[src/rtl/scan_dma_pkg.sv]
package scan_dma_pkg;
  localparam int CPU_W = 8;

  typedef struct packed {
    logic last;
    logic img;
    logic cap;
    logic dl;
  } ctrl_t;

  typedef enum logic [1:0] {
    REG_CTRL  = 2'd0,
    REG_START = 2'd1,
    REG_SIZE  = 2'd2,
    REG_LEN   = 2'd3
  } reg_sel_e;

  localparam int IRQ_CLR_BIT = 7;
endpackage

[src/rtl/scan_dma_regs.sv]
module scan_dma_regs
  import scan_dma_pkg::*;
#(
  parameter int ADDR_W = 8,
  parameter int CNT_W  = 8,
  parameter int LEN_W  = 8
) (
  input  logic              clk,
  input  logic              rst_n,
  input  logic              cpu_wr,
  input  logic [1:0]        cpu_addr,
  input  logic [CPU_W-1:0]  cpu_wdata,
  input  logic              ev_line_end,
  input  logic              ev_overrun,
  output ctrl_t             ctrl,
  output logic              cap_load,
  output logic [ADDR_W-1:0] start_addr,
  output logic [CNT_W-1:0]  buf_size,
  output logic [LEN_W-1:0]  line_len,
  output logic              irq
);
  logic wr_ctrl;
  assign wr_ctrl  = cpu_wr && (cpu_addr == REG_CTRL);
  assign cap_load = wr_ctrl && cpu_wdata[1];

  always_ff @(posedge clk) begin
    if (!rst_n) begin
      ctrl       <= '0;
      start_addr <= '0;
      buf_size   <= '0;
      line_len   <= '0;
      irq        <= 1'b0;
    end else begin
      if (ev_line_end) begin
        ctrl.cap <= 1'b0;
        if (ctrl.last) ctrl.img <= 1'b0;
      end
      if (ev_overrun) ctrl.cap <= 1'b0;
      if (wr_ctrl) ctrl <= ctrl_t'(cpu_wdata[3:0]);
      if (cpu_wr && cpu_addr == REG_START) start_addr <= cpu_wdata[ADDR_W-1:0];
      if (cpu_wr && cpu_addr == REG_SIZE)  buf_size   <= cpu_wdata[CNT_W-1:0];
      if (cpu_wr && cpu_addr == REG_LEN)   line_len   <= cpu_wdata[LEN_W-1:0];
      if (wr_ctrl && cpu_wdata[IRQ_CLR_BIT]) irq <= 1'b0;
      if (ev_overrun) irq <= 1'b1;
    end
  end
endmodule

[src/rtl/scan_dma_capture.sv]
module scan_dma_capture #(
  parameter int ADDR_W = 8,
  parameter int CNT_W  = 8,
  parameter int LEN_W  = 8,
  parameter int DATA_W = 8
) (
  input  logic              clk,
  input  logic              rst_n,
  input  logic              cap_en,
  input  logic              cap_load,
  input  logic [ADDR_W-1:0] start_addr,
  input  logic [LEN_W-1:0]  line_len,
  input  logic [CNT_W-1:0]  buf_size,
  input  logic [CNT_W-1:0]  cnt,
  input  logic              dec,
  input  logic              smp_valid,
  input  logic [DATA_W-1:0] smp_data,
  output logic              ev_store,
  output logic              ev_line_end,
  output logic              ev_overrun,
  output logic              mem_we,
  output logic [ADDR_W-1:0] mem_addr,
  output logic [DATA_W-1:0] mem_wdata
);
  logic [ADDR_W-1:0] wr_ptr;
  logic [LEN_W-1:0]  line_cnt;

  function automatic logic would_exceed(input logic [CNT_W-1:0] c,
                                        input logic d,
                                        input logic [CNT_W-1:0] size);
    return ({1'b0, c} + (CNT_W+1)'(1)) > ({1'b0, size} + (CNT_W+1)'(d));
  endfunction

  function automatic logic is_line_last(input logic [LEN_W-1:0] n,
                                        input logic [LEN_W-1:0] len);
    return ({1'b0, n} + (LEN_W+1)'(1)) == {1'b0, len};
  endfunction

  logic take;
  assign take        = cap_en && smp_valid;
  assign ev_overrun  = take && would_exceed(cnt, dec, buf_size);
  assign ev_store    = take && !ev_overrun;
  assign ev_line_end = ev_store && is_line_last(line_cnt, line_len);

  assign mem_we    = ev_store;
  assign mem_addr  = wr_ptr;
  assign mem_wdata = smp_data;

  always_ff @(posedge clk) begin
    if (!rst_n) begin
      wr_ptr   <= '0;
      line_cnt <= '0;
    end else if (cap_load) begin
      wr_ptr   <= start_addr;
      line_cnt <= '0;
    end else if (ev_store) begin
      wr_ptr   <= wr_ptr + 1'b1;
      line_cnt <= ev_line_end ? '0 : line_cnt + 1'b1;
    end
  end
endmodule

[src/rtl/scan_dma_count.sv]
module scan_dma_count #(
  parameter int CNT_W = 8
) (
  input  logic             clk,
  input  logic             rst_n,
  input  logic             inc,
  input  logic             img_mode,
  input  logic             host_rd,
  output logic             dec,
  output logic [CNT_W-1:0] cnt
);
  function automatic logic [CNT_W-1:0] cnt_next(input logic [CNT_W-1:0] c,
                                                input logic i,
                                                input logic d);
    case ({i, d})
      2'b10:   return c + 1'b1;
      2'b01:   return c - 1'b1;
      default: return c;
    endcase
  endfunction

  assign dec = img_mode && host_rd && (cnt != '0);

  always_ff @(posedge clk) begin
    if (!rst_n) cnt <= '0;
    else        cnt <= cnt_next(cnt, inc, dec);
  end
endmodule

[src/rtl/scan_dma.sv]
module scan_dma
  import scan_dma_pkg::*;
#(
  parameter int ADDR_W = 8,
  parameter int CNT_W  = 8,
  parameter int LEN_W  = 8,
  parameter int DATA_W = 8
) (
  input  logic              clk,
  input  logic              rst_n,
  input  logic              cpu_wr,
  input  logic [1:0]        cpu_addr,
  input  logic [CPU_W-1:0]  cpu_wdata,
  output logic [3:0]        ctrl_q,
  output logic              irq,
  input  logic              smp_valid,
  input  logic [DATA_W-1:0] smp_data,
  input  logic              host_rd,
  output logic [CNT_W-1:0]  valid_cnt,
  output logic              mem_we,
  output logic [ADDR_W-1:0] mem_addr,
  output logic [DATA_W-1:0] mem_wdata
);
  ctrl_t             ctrl;
  logic              cap_load;
  logic [ADDR_W-1:0] start_addr;
  logic [CNT_W-1:0]  buf_size;
  logic [LEN_W-1:0]  line_len;
  logic              ev_store;
  logic              ev_line_end;
  logic              ev_overrun;
  logic              ev_img_read;

  assign ctrl_q = ctrl;

  scan_dma_regs #(.ADDR_W(ADDR_W), .CNT_W(CNT_W), .LEN_W(LEN_W)) u_regs (
    .clk(clk), .rst_n(rst_n), .cpu_wr(cpu_wr), .cpu_addr(cpu_addr),
    .cpu_wdata(cpu_wdata), .ev_line_end(ev_line_end), .ev_overrun(ev_overrun),
    .ctrl(ctrl), .cap_load(cap_load), .start_addr(start_addr),
    .buf_size(buf_size), .line_len(line_len), .irq(irq)
  );

  scan_dma_capture #(.ADDR_W(ADDR_W), .CNT_W(CNT_W), .LEN_W(LEN_W),
                     .DATA_W(DATA_W)) u_cap (
    .clk(clk), .rst_n(rst_n), .cap_en(ctrl.cap), .cap_load(cap_load),
    .start_addr(start_addr), .line_len(line_len), .buf_size(buf_size),
    .cnt(valid_cnt), .dec(ev_img_read), .smp_valid(smp_valid),
    .smp_data(smp_data), .ev_store(ev_store), .ev_line_end(ev_line_end),
    .ev_overrun(ev_overrun), .mem_we(mem_we), .mem_addr(mem_addr),
    .mem_wdata(mem_wdata)
  );

  scan_dma_count #(.CNT_W(CNT_W)) u_cnt (
    .clk(clk), .rst_n(rst_n), .inc(ev_store), .img_mode(ctrl.img),
    .host_rd(host_rd), .dec(ev_img_read), .cnt(valid_cnt)
  );
endmodule

[config.mk]
export PLATFORM = sky130hd
export DESIGN_NAME = scan_dma
export DESIGN_NICKNAME = d
export VERILOG_FILES = /design/src/rtl/scan_dma_pkg.sv /design/src/rtl/scan_dma_regs.sv /design/src/rtl/scan_dma_capture.sv /design/src/rtl/scan_dma_count.sv /design/src/rtl/scan_dma.sv
export SDC_FILE = /design/constraint.sdc
export NUM_CORES = 1
export LEC_CHECK = 0
export ABC_AREA = 1
export BUFFER_PORTS_ARGS = -buffer_cell sky130_fd_sc_hd__buf_2
export CORE_MARGIN = 3
export CORE_UTILIZATION = 62
export CTS_CLUSTER_DIAMETER = 100
export DETAILED_ROUTE_END_ITERATION = 6
export PLACE_DENSITY = 0.95
export SLEW_MARGIN = 20
export SYNTH_ARGS = -nofsm -noshare
export SYNTH_HDL_FRONTEND = slang
export SYNTH_HIERARCHICAL = 1
export SYNTH_SLANG_ARGS = --single-unit
[constraint.sdc]
create_clock -name clk -period 12.1 [get_ports clk]
set_input_delay 0.605 -clock clk [delete_from_list [all_inputs] [get_ports clk]]
set_output_delay 0.605 -clock clk [all_outputs]
set_load 0.02 [all_outputs]
-- Yosys cells after proc, flatten, opt, wreduce, memory -nomap -nowiden
Cells that the tools add are included.
- $add $sub $neg: 7
- $mul: 0
- divide/modulo/power cells: 0
- order comparisons: 1
- equal/unequal tests: 6
- shift-type cells: 0
- mux-type cells: 10
- bitwise operators: 1
- reductions and logical operators: 23
- operator list (kind ; count):
    $add 8x1->8 const B ; 3
    $mux 8 ; 3
    $add 8x1->9 const B ; 2
    $pmux 8 s2 ; 1
    $logic_and 1x1->1 ; 12
    $reduce_bool 2->1 ; 5
    $add 8x1->9 ; 1
    $eq 9x8->1 ; 1
    $gt 9x9->1 ; 1
    $reduce_bool 8->1 ; 1
    $sub 8x1->8 const B ; 1
    $eq 2x2->1 const B ; 3
    $eq 2x1->1 const B ; 2
    $mux 1 ; 4
    $mux 3 ; 1
    $reduce_bool 3->1 ; 1
    $logic_not 2->1 ; 1
    $mux 2 ; 1
    $reduce_and 2->1 ; 1
    $reduce_or 2->1 ; 1
    $logic_not 1->1 ; 1
    $not 1->1 ; 1
- register bits after elaboration: 53
- bits in latches: 0
- memory bits (writable): 0
- bits in read-only memories: 0
- bits of input ports: 23
- output and inout port bits: 30
- logic and storage cells: 59
- memories: 0

-- Longest topological paths before layout
Gate-level depths: netlist (run 1).
- depth in word-level cells: 11
- depth in mapped cells: 26
- mapped depth without buffers: 26

-- Hierarchy
Netlist (run 1), hierarchy kept.
- by module, submodules not included (module ; instances ; cells an instance ; area each (um^2) ; sequential area each (um^2)):
    scan_dma_capture ; 1 ; 292 ; 1825.5 ; 320.3
    scan_dma_regs ; 1 ; 133 ; 1066.0 ; 580.6
    scan_dma_count ; 1 ; 99 ; 695.7 ; 160.2

-- Least setup slack after synthesis (run 1)
No wires, ideal clock.
- path kind: reg2reg
- start: register u_cnt.cnt[0]
- end: register u_cnt.cnt[7]
- library setup time: 0.109 ns
- arrival time: 3.904 ns
- data required time: 11.991 ns
- path slack: 8.088 ns
- cell stages (with the launch flop): 24
- path buffers: 0
- period minus slack after synthesis: 4.012 ns
- cells stage by stage: dfxtp_1 nor4_1 a21oi_1 ha_1 ha_1 nand3_1 nand3b_1 nand3b_1 ha_1 nand2_1 inv_1 a21oi_1 nand3_1 a21oi_2 inv_1 ha_1 ha_1 or2_4 nand3_1 nand2_1 nand2_1 nand3_1 nand2_1 inv_1
- longest elaborated chain between the ends: 9
- elaborated cells between the ends (all ways): 14
- classes of those cells: add/sub (4); order compare (1); eq/ne (2); mux (1); reduce/logical (6)
- RTL lines (element ; RTL line ; RTL):
    start, declared ; scan_dma_count.sv:10 ; output logic [CNT_W-1:0] cnt
    start signal, assigned ; scan_dma_count.sv:26 ; else cnt <= cnt_next(cnt, inc, dec);
    $reduce_bool 8->1 * ; scan_dma_count.sv:22 ; assign dec = img_mode && host_rd && (cnt != '0);
    $logic_and 1x1->1 * ; scan_dma_count.sv:22 ;
    named net ev_img_read ; scan_dma.sv:32 ; logic ev_img_read;
    $add 8x1->9 * ; scan_dma_capture.sv:31 ; return ({1'b0, c} + (CNT_W+1)'(1)) > ({1'b0, size} + (CNT_W+1)'(d));
    $gt 9x9->1 * ; scan_dma_capture.sv:31 ;
    $logic_and 1x1->1 * ; scan_dma_capture.sv:41 ; assign ev_overrun = take && would_exceed(cnt, dec, buf_size);
    $logic_not 1->1 * ; scan_dma_capture.sv:42 ; assign ev_store = take && !ev_overrun;
    $logic_and 1x1->1 * ; scan_dma_capture.sv:42 ;
    named net ev_store ; scan_dma.sv:29 ; logic ev_store;
    $eq 2x1->1 / $eq 2x2->1 (equally long branches) ; scan_dma_count.sv:15 ; case ({i, d})
    $pmux 8 s2 / $reduce_bool 2->1 (equally long branches) ; - ;
The timed path passes the listed nets; every way through them passes the cells marked *.
A chain may end at the register's enable or synchronous reset.

-- Final worst setup path (run 1)
- start: register u_cnt.cnt[0]
- end: register u_cnt.cnt[7]
- longest elaborated chain between the ends: 9
- elaborated cells between the ends (all ways): 14
- classes of those cells: add/sub (4); order compare (1); eq/ne (2); mux (1); reduce/logical (6)
- RTL lines (element ; RTL line):
    $reduce_bool 8->1 * ; scan_dma_count.sv:22
    $logic_and 1x1->1 * ; scan_dma_count.sv:22
    named net ev_img_read ; scan_dma.sv:32
    $add 8x1->9 ; scan_dma_capture.sv:31
    $gt 9x9->1 ; scan_dma_capture.sv:31
    $logic_and 1x1->1 ; scan_dma_capture.sv:41
    $logic_not 1->1 ; scan_dma_capture.sv:42
    $logic_and 1x1->1 ; scan_dma_capture.sv:42
    $eq 2x1->1 / $eq 2x2->1 (equally long branches) ; scan_dma_count.sv:15
    $pmux 8 s2 / $reduce_bool 2->1 (equally long branches) ; -
Marked as above.

==> results of run 1 <==
==> flip-flops by register name, indices dropped and copies added, names as in the netlist <==
name,cells
u_cap/line_cnt,8
u_cap/mem_addr,8
u_cnt/cnt,8
u_regs/buf_size,8
u_regs/line_len,8
u_regs/start_addr,8
u_regs/ctrl,4
u_regs/irq,1
==> logic make-up after synthesis <==
| kind of cell | after synthesis | share of synthesized area |
|---|---|---|
| xor+xnor | 17 | 0.0436 |
| buf+inv | 93 | 0.118 |
| compound gates | 84 | 0.127 |
| simple gates | 253 | 0.330 |
| fa+ha+maj | 23 | 0.0823 |
| mux | 1 | 0.00314 |
| flops | 53 | 0.296 |
==> power by group through the flow <==
stage          clock (mW)  sequential [mW]  combinational [mW]
2_1_floorplan           0            0.190              0.0340
3_3_place_gp            0            0.189              0.0418
3_5_place_dp            0            0.189              0.0434
4_1_cts             0.124            0.185              0.0437
5_1_grt             0.131            0.186              0.0501
6_report            0.122            0.186              0.0440
==> per-layer routing <==
metal | vias to the layer above | wire length [um]
met1 | 1575 | 3370
li1 | 1730 | -
met2 | 121 | 3990
met5 | - | 0
met4 | 0 | 204
met3 | 20 | 589
==> placed cells by master, fill, tap and decap left out, types with 3 or more instances in the layout <==
cell	count
inv_1	68
nand4_1	6
a21oi_1	44
nor3_1	3
nor2_2	3
buf_2	36
nand3_1	42
nand3b_1	10
nor2_1	52
xor2_1	12
o21ai_0	28
o211ai_1	3
clkbuf_8	5
nand2_1	109
ha_1	22
nand3_2	4
dfxtp_1	53
inv_2	3
nand2_2	14
xnor2_1	4
==> area by class of cell <==
cell class	count	area, um2	share of cell area
multi-input cells	378	2100	0.551
flip-flops and latches	53	1060	0.278
inverters	72	270	0.0708
repair buffers	36	180	0.0472
well taps	72	90.1	0.0236
clock buffers	6	72.6	0.0190
clock inverters	2	38.8	0.0102
==> metrics by stage <==
| stage | std cells | util | cell area, um2 |
|---|---|---|---|
| detailed placement | 611 | 0.669 | 3700 |
| finish | 619 | 0.689 | 3820 |
| global route | 619 | 0.689 | 3820 |
| floorplan | 524 | - | 3590 |
| global placement | 611 | 0.669 | 3700 |
| CTS | 619 | 0.689 | 3820 |
==> worst paths after layout <==
| check | start | endpoint | slack, ps |
|---|---|---|---|
| worst min register to register | u_regs/start_addr[0] | u_regs/start_addr[0] | 450 |
| worst min-delay path | u_regs/start_addr[0] | u_regs/start_addr[0] | 450 |
| worst max register to register | u_cnt/cnt[0] | u_cnt/cnt[7] | 7530 |
| worst max-delay path | u_cnt/cnt[0] | u_cnt/cnt[7] | 7530 |
==> worst max-delay path: cells and delay by family, from the launching register on <==
kind | cells | cell delay, ps
AO/OA/AOI/OAI | 4 | 920
buffers and inverters | 4 | 270
flip-flops | 1 | 520
AND/OR/NAND/NOR | 11 | 1320
adder cells (fa/ha/maj) | 5 | 1440
==> impl_metrics.json, run 1 <==
{
  "period_share": 0.378,
  "grt_max_degree": 27,
  "drtIter0Drc": 260,
  "clock.fmax_mhz": 219,
  "layout-drive-gt1-share": 0.143,
  "drtPass1Iterations": 5,
  "slew_violations": 0,
  "cts_buffers": 5,
  "report.final.setup_viol": 0,
  "power_frac_comb": 0.125,
  "cts_setup_buffers": 0,
  "fp.coreArea_um2": 5540,
  "n_fill_cell": 448,
  "grt_use_total": 0.261,
  "period_needed_ps": 4570,
  "clock_skew_ps": 12.4,
  "synth_seq_area_share": 0.296,
  "hp-class": "flip-flop to flip-flop",
  "cp.arrival_ps": 4780,
  "min_path_cells": 2,
  "io-pin-count": 53,
  "rows": 27,
  "die-height_um": 82.1,
  "cts_tree": "built",
  "grt-ovfl-total": 0,
  "synth.most_common_cell": "nand2_1",
  "synth_seq_cells": 53,
  "syn_to_final_growth_pct": 6.38,
  "clk_latency_ps": 310,
  "dp_slack_ps": 7570,
  "start_util": 0.647,
  "dp.final_hpwl_um": 6090,
  "switchingPower_mw": 0.0939,
  "worst_hold_slack_ps": 454,
  "io_buffers": 36,
  "h-tree-depth": 2,
  "setup_ws_ps": 7530,
  "syn_avg_cell_area_um2": 6.85,
  "gp_congestion": 0.922,
  "synth_cell_types": 41,
  "path_clk_slew_ps": 90,
  "hold_viol_final": 0,
  "start_kind": "flip-flop",
  "cts_buffer_depth": 2,
  "power.density_nw_per_um2": 92.1,
  "ant_nets": 0,
  "pwr-share-clk": 0.347,
  "path_class": "flip-flop to flip-flop",
  "root_buffer": "clkbuf_8",
  "antenna_found_initial": 0,
  "synthFlopType": "dfxtp_1",
  "synth-warning-count": 6,
  "cts_hold_buffers": 0,
  "layout.nets": 592,
  "max_stage_delay_ps": 520,
  "rr_worst_depth": 24,
  "rsz0062_at_grt": "no",
  "path_max_fanout": 9,
  "use_met1": 0.319,
  "drc": 0,
  "async_flop_share": 0,
  "cp_slowest_cell": "dfxtp_1",
  "p_leak_nw": 1.74,
  "synth_area_leader_cell": "dfxtp_1",
  "tightest_slew_ps": 518,
  "grt_pass1_wl_um": 13800,
  "required_ps": 12310,
  "status": "finished clean",
  "drv_cap": 0,
  "finalSetupTns_ps": 0,
  "endpoint_kind": "flip-flop",
  "busiest_layer": "met2",
  "post_drt_wl_per_cell_um": 13.2,
  "grt_pass1_vias": 3201,
  "clkSinkCount": 53,
  "synth_top_area_frac": 0.296,
  "sw_frac_of_total": 0.267,
  "syn_area_um2": 3590,
  "synth_enable_flop_cells": 0,
  "ir_worst_vdd_mv": 0.0804,
  "via_per_inst": 5.57,
  "p_seq_frac": 0.528,
  "cts_resized": 0,
  "routed_wl_um": 8150,
  "vias": 3446,
  "grt.met3_usage": 0.0461,
  "diodes": 0,
  "slew_headroom": 0.654,
  "die_area_um2": 6730,
  "total_power_mw": 0.351,
  "use_met2": 0.452,
  "ys_top_cells_by_area": "dfxtp_1 30%, nand2_1 11%, ha_1 7.7%, inv_1 7.1%, a21oi_1 6.1%",
  "p_int_mw": 0.257,
  "die_width_um": 82.1,
  "synth_fp_nets": 570,
  "syn_inst": 524,
  "crit_chain": "nor4_1 -> a21oi_1 -> ha_1 -> ha_1 -> nand3_1 -> nand3b_1 -> nand3b_1 -> ha_1 -> nand2_1 -> inv_1 -> a21oi_1 -> nand3_1 -> a21oi_2 -> inv_1 -> ha_1 -> ha_1 -> nand2_1 -> inv_1 -> a21oi_4 -> nand2_1 -> nand2_1 -> nand3_1 -> nand2_1 -> inv_1",
  "yosys-top-cells-count": "109 x nand2_1, 68 x inv_1, 53 x dfxtp_1"
}
Note: power is estimated with default switching activity, not from simulation.
==> run 2: changes to the inputs <==
--- a/config.mk
+++ b/config.mk
@@ -8,10 +8,10 @@
 export ABC_AREA = 1
 export BUFFER_PORTS_ARGS = -buffer_cell sky130_fd_sc_hd__buf_2
 export CORE_MARGIN = 3
-export CORE_UTILIZATION = 62
+export CORE_UTILIZATION = 58
 export CTS_CLUSTER_DIAMETER = 100
 export DETAILED_ROUTE_END_ITERATION = 6
-export PLACE_DENSITY = 0.95
+export PLACE_DENSITY = 0.92
 export SLEW_MARGIN = 20
 export SYNTH_ARGS = -nofsm -noshare
 export SYNTH_HDL_FRONTEND = slang
==> constraint.sdc (replaced) <==
create_clock -name clk -period 4.6 [get_ports clk]
set_input_delay 0.23 -clock clk [delete_from_list [all_inputs] [get_ports clk]]
set_output_delay 0.23 -clock clk [all_outputs]
set_load 0.02 [all_outputs]
==> impl_metrics.json, run 2 (synthesis results as in run 1) <==
{
  "clkSinkCount": 53,
  "p_seq_frac": 0.556,
  "io_buffers": 36,
  "endpoint_kind": "flip-flop",
  "hp-class": "input pin to flip-flop",
  "die_area_um2": 7160,
  "cp_slowest_cell": "dfxtp_1",
  "final_common_cell": "nand2_1",
  "power.density_nw_per_um2": 231,
  "status": "finished clean",
  "grt_pass1_vias": 3081,
  "worst_hold_slack_ps": 196,
  "grt_use_total": 0.232,
  "fin_util": 0.639,
  "required_ps": 4810,
  "diodes": 0,
  "post_drt_wl_per_cell_um": 13.4,
  "io-pin-count": 53,
  "cts_buffers": 5,
  "die-height_um": 84.6,
  "path_max_fanout": 9,
  "period_share": 0.922,
  "crit_top_cell": "ha_1",
  "clock_skew_ps": 9.95,
  "slew_violations": 0,
  "clk_latency_ps": 310,
  "max_stage_delay_ps": 510,
  "mostFrequentLayoutCells": "109 x nand2_1, 68 x inv_1, 53 x dfxtp_1",
  "power_frac_comb": 0.135,
  "hold_viol_final": 0,
  "grt_pass1_wl_um": 13700,
  "syn_to_final_growth_pct": 6.10,
  "fp.coreArea_um2": 5960,
  "path_class": "flip-flop to flip-flop",
  "cts_tree": "built",
  "drv_cap": 0,
  "layout-drive-gt1-share": 0.146,
  "slew_headroom": 0.638,
  "drc": 0,
  "multi_input_area_um2": 2100,
  "cts_resized": 0,
  "cts_hold_buffers": 0,
  "h-tree-depth": 2,
  "dp_slack_ps": 410,
  "die_width_um": 84.6,
  "root_buffer": "clkbuf_8",
  "ant_nets": 0,
  "dp_cells": 615,
  "n_fill_cell": 520,
  "layout.nets": 593,
  "finalSetupTns_ps": 0,
  "gp_congestion": 0.898,
  "drtIter0Drc": 219,
  "register_area_um2": 1060,
  "fin_cells": 623,
  "period_needed_ps": 4240,
  "via_per_inst": 5.54,
  "drtPass1Iterations": 5,
  "cts_buffer_depth": 2,
  "fin_area_um2": 3810,
  "grt_max_degree": 27,
  "pwr-share-clk": 0.310,
  "rows": 28,
  "cp.arrival_ps": 4450,
  "start_util": 0.602,
  "start_kind": "flip-flop",
  "clock.fmax_mhz": 236,
  "total_power_mw": 0.879,
  "switchingPower_mw": 0.256,
  "rsz0062_at_grt": "no",
  "dp.final_hpwl_um": 6360,
  "path_clk_slew_ps": 100,
  "setup_ws_ps": 358,
  "grt-ovfl-total": 0,
  "sw_frac_of_total": 0.292,
  "vias": 3450,
  "ir_worst_vdd_mv": 0.163,
  "p_int_mw": 0.622,
  "dpl_cell_area_um2": 3720,
  "tightest_slew_ps": 542,
  "cts_setup_buffers": 0,
  "routed_wl_um": 8350,
  "report.final.setup_viol": 0,
  "antenna_found_initial": 0,
  "p_leak_nw": 1.74
}
==> run 2: changes by cell type in the layout (fill, tap and decap cells not counted) <==
cell	change
buf_4	+1
bufinv_16	-1
clkinv_2	+1
clkbuf_1	-1
clkinvlp_4	+1
inv_6	+1
clkinv_4	-1
==> run 2: layer usage <==
| layer | vias to the layer above | routed length, um | GRT usage |
|---|---|---|---|
| met5 | - | 0 | 0 |
| met4 | 0 | 164 | 0.0892 |
| met2 | 127 | 4030 | 0.391 |
| li1 | 1726 | - | - |
| met3 | 20 | 535 | 0.0442 |
| met1 | 1577 | 3610 | 0.293 |
==> run 2: power groups by stage <==
| stage | Clock, mW | Combinational (mW) | Sequential (mW) |
|---|---|---|---|
| 6_report | 0.272 | 0.118 | 0.488 |
| 5_1_grt | 0.298 | 0.132 | 0.490 |
| 4_1_cts | 0.278 | 0.116 | 0.488 |
| 3_5_place_dp | 0 | 0.116 | 0.498 |
| 3_3_place_gp | 0 | 0.111 | 0.497 |
| 2_1_floorplan | 0 | 0.0894 | 0.500 |
==> run 2: final cells by class <==
class,instances,area share
Timing Repair Buffer,37,0.0493
Clock inverter,3,0.00559
Sequential cell,53,0.279
Multi-Input combinational cell,378,0.553
Clock buffer,5,0.0181
Tap cell,75,0.0247
Inverter,72,0.0710
==> run 2: worst paths after layout <==
path	from	cells after the start	slack (ps)	end
worst max-delay path	u_cnt/cnt[0]	25	360	u_cnt/cnt[6]
worst min-delay path	cpu_wdata[5]	3	200	u_regs/buf_size[5]
worst max register to register	u_cnt/cnt[0]	25	360	u_cnt/cnt[6]
worst min register to register	u_regs/start_addr[7]	2	450	u_regs/start_addr[7]
==> run 2: worst max-delay path: cells and delay by family, from the launching register on <==
| kind | cells | cell delay, ps |
|---|---|---|
| AO/OA/AOI/OAI | 2 | 360 |
| adder cells (fa/ha/maj) | 5 | 1480 |
| buffers and inverters | 3 | 230 |
| flip-flops | 1 | 510 |
| AND/OR/NAND/NOR | 15 | 1570 |
==> run 3: changes to the inputs <==
--- a/config.mk
+++ b/config.mk
@@ -5,13 +5,14 @@
 export SDC_FILE = /design/constraint.sdc
 export NUM_CORES = 1
 export LEC_CHECK = 0
-export ABC_AREA = 1
+export ABC_AREA = 0
 export BUFFER_PORTS_ARGS = -buffer_cell sky130_fd_sc_hd__buf_2
 export CORE_MARGIN = 3
-export CORE_UTILIZATION = 58
+export CORE_UTILIZATION = 57
 export CTS_CLUSTER_DIAMETER = 100
 export DETAILED_ROUTE_END_ITERATION = 6
 export PLACE_DENSITY = 0.92
+export RECOVER_POWER = 25
 export SLEW_MARGIN = 20
 export SYNTH_ARGS = -nofsm -noshare
 export SYNTH_HDL_FRONTEND = slang
==> impl_metrics.json, run 3 <==
{
  "status": "finished clean",
  "dp_cells": 472,
  "p_leak_nw": 1.38,
  "path_class": "flip-flop to flip-flop",
  "syn_inst": 388,
  "fin_util": 0.682,
  "whs_endpoint": "u_regs/line_len[7]",
  "clock_skew_ps": 7.37,
  "slew_violations": 0,
  "rr_worst_depth": 19,
  "min_path_cells": 3,
  "clock.fmax_mhz": 228,
  "drtIter0Drc": 242,
  "synth-warning-count": 6,
  "synth_seq_area_share": 0.331,
  "hold_viol_final": 0,
  "period_needed_ps": 4380,
  "routed_wl_um": 7830,
  "total_power_mw": 0.822,
  "worst_hold_slack_ps": 244,
  "syn_area_um2": 3210,
  "start_kind": "flip-flop",
  "die-height_um": 81.0,
  "cts_buffer_depth": 2,
  "finalSetupTns_ps": 0,
  "synthFlopType": "dfxtp_1",
  "hp-class": "input pin to flip-flop",
  "endpoint_kind": "flip-flop",
  "register_area_um2": 1090,
  "grt_max_degree": 60,
  "synth_fp_nets": 434,
  "diodes": 0,
  "ir_worst_vdd_mv": 0.193,
  "synth_top_area_frac": 0.331,
  "grt_use_total": 0.249,
  "r2r-start": "u_cnt/cnt[0]",
  "grt-ovfl-total": 0,
  "die_width_um": 81.0,
  "dp_slack_ps": 153,
  "report.final.setup_viol": 0,
  "multi_input_area_um2": 2080,
  "root_buffer": "clkbuf_8",
  "required_ps": 4810,
  "synth_cell_types": 56,
  "reg2reg_slack_ps": 220,
  "path_max_fanout": 10,
  "io-pin-count": 53,
  "via_per_inst": 6.11,
  "grt_pass1_wl_um": 12900,
  "ys_top_cells_by_area": "dfxtp_1 33%, ha_1 8.6%, o21ai_0 7.0%, nand3_1 6.9%, xnor2_1 4.4%",
  "path_clk_slew_ps": 100,
  "fin_area_um2": 3590,
  "synth_area_leader_cell": "dfxtp_1",
  "drtPass1Iterations": 7,
  "grt_pass1_vias": 2716,
  "io_buffers": 36,
  "hold_start": "cpu_wdata[7]",
  "ant_nets": 0,
  "dpl_cell_area_um2": 3470,
  "layout.nets": 456,
  "antenna_found_initial": 0,
  "cts_buffers": 5,
  "period_share": 0.951,
  "reg2reg_to": "u_cnt/cnt[7]",
  "synth.most_common_cell": "dfxtp_1",
  "gp_congestion": 0.837,
  "post_drt_wl_per_cell_um": 16.3,
  "yosys-top-cells-count": "53 x dfxtp_1, 45 x o21ai_0, 44 x nand3_1",
  "syn_to_final_growth_pct": 12.0,
  "cp.arrival_ps": 4590,
  "layout-drive-gt1-share": 0.178,
  "start_util": 0.608,
  "drv_cap": 0,
  "clk_latency_ps": 320,
  "fin_cells": 481,
  "slew_headroom": 0.575,
  "power.density_nw_per_um2": 229,
  "synth_seq_cells": 53,
  "h-tree-depth": 2,
  "syn_avg_cell_area_um2": 8.27,
  "synth_enable_flop_cells": 0,
  "startpoint": "u_cnt/cnt[0]",
  "n_fill_cell": 418,
  "die_area_um2": 6560,
  "tightest_slew_ps": 637,
  "cts_tree": "built",
  "mostFrequentLayoutCells": "45 x o21ai_0, 45 x dfxtp_1, 43 x nand3_1",
  "rows": 26,
  "setup_ws_ps": 223,
  "dp.final_hpwl_um": 5540,
  "vias": 2941,
  "drc": 0,
  "clkSinkCount": 53,
  "fp.coreArea_um2": 5270,
  "async_flop_share": 0
}
run 3: worst max path at each step:
stage	cells after the start	endpoint	slack (ps)
after floorplan	22	u_cnt/cnt[7]	20
after global placement	20	u_cnt/cnt[7]	290
after detailed placement	20	u_cnt/cnt[7]	150
after CTS	20	u_cnt/cnt[7]	120
after global routing	20	u_cnt/cnt[7]	-5
final	19	u_cnt/cnt[7]	220
run 3: area by class of cell:
class,count,share of cell area
Clock inverter,2,0.00348
Multi-Input combinational cell,298,0.580
Tap cell,70,0.0244
Timing Repair Buffer,39,0.0557
Sequential cell,53,0.303
Inverter,13,0.0136
Clock buffer,6,0.0202
run 3: cell families after synthesis:
family                   synth area share
XOR/XNOR                           0.0792
flip-flops                          0.331
adder cells (fa/ha/maj)            0.0921
buffers and inverters              0.0593
multiplexers                      0.00780
AND/OR/NAND/NOR                     0.249
AO/OA/AOI/OAI                       0.182
run 3: routing by layer:
layer | wire length (um) | share of wire | global-route usage
met4 | 121 | 0.015 | 0.0676
met1 | 3420 | 0.44 | 0.326
met5 | 0 | 0 | 0
met3 | 441 | 0.056 | 0.0466
met2 | 3850 | 0.49 | 0.420
run 3: report_power, final:
part,switching [mW],leakage [nW],internal (mW)
clock network,0.161,0.0461,0.109
logic,0.0476,0.897,0.0280
registers,0.0111,0.436,0.466
total,0.220,1.38,0.602
run 3: critical path, stage by stage (launching register included):
cell and delay, ps:
dfxtp_4 400, nor4_4 290, a21oi_2 100, ha_1 190
ha_1 220, nand3_2 110, xor2_1 170, ha_1 280
a22o_1 280, o41ai_4 390, a41oi_2 160, inv_1 100
inv_1 70, ha_4 220, ha_1 370, nor4b_2 320
a21o_1 140, a31oi_1 70, and3_1 220, o21a_1 180
run 3: what timing repair did:
item	CTS	global route
setup endpoints to repair	0	3
hold buffers	0	0
setup buffers	0	1
resized for setup	0	6
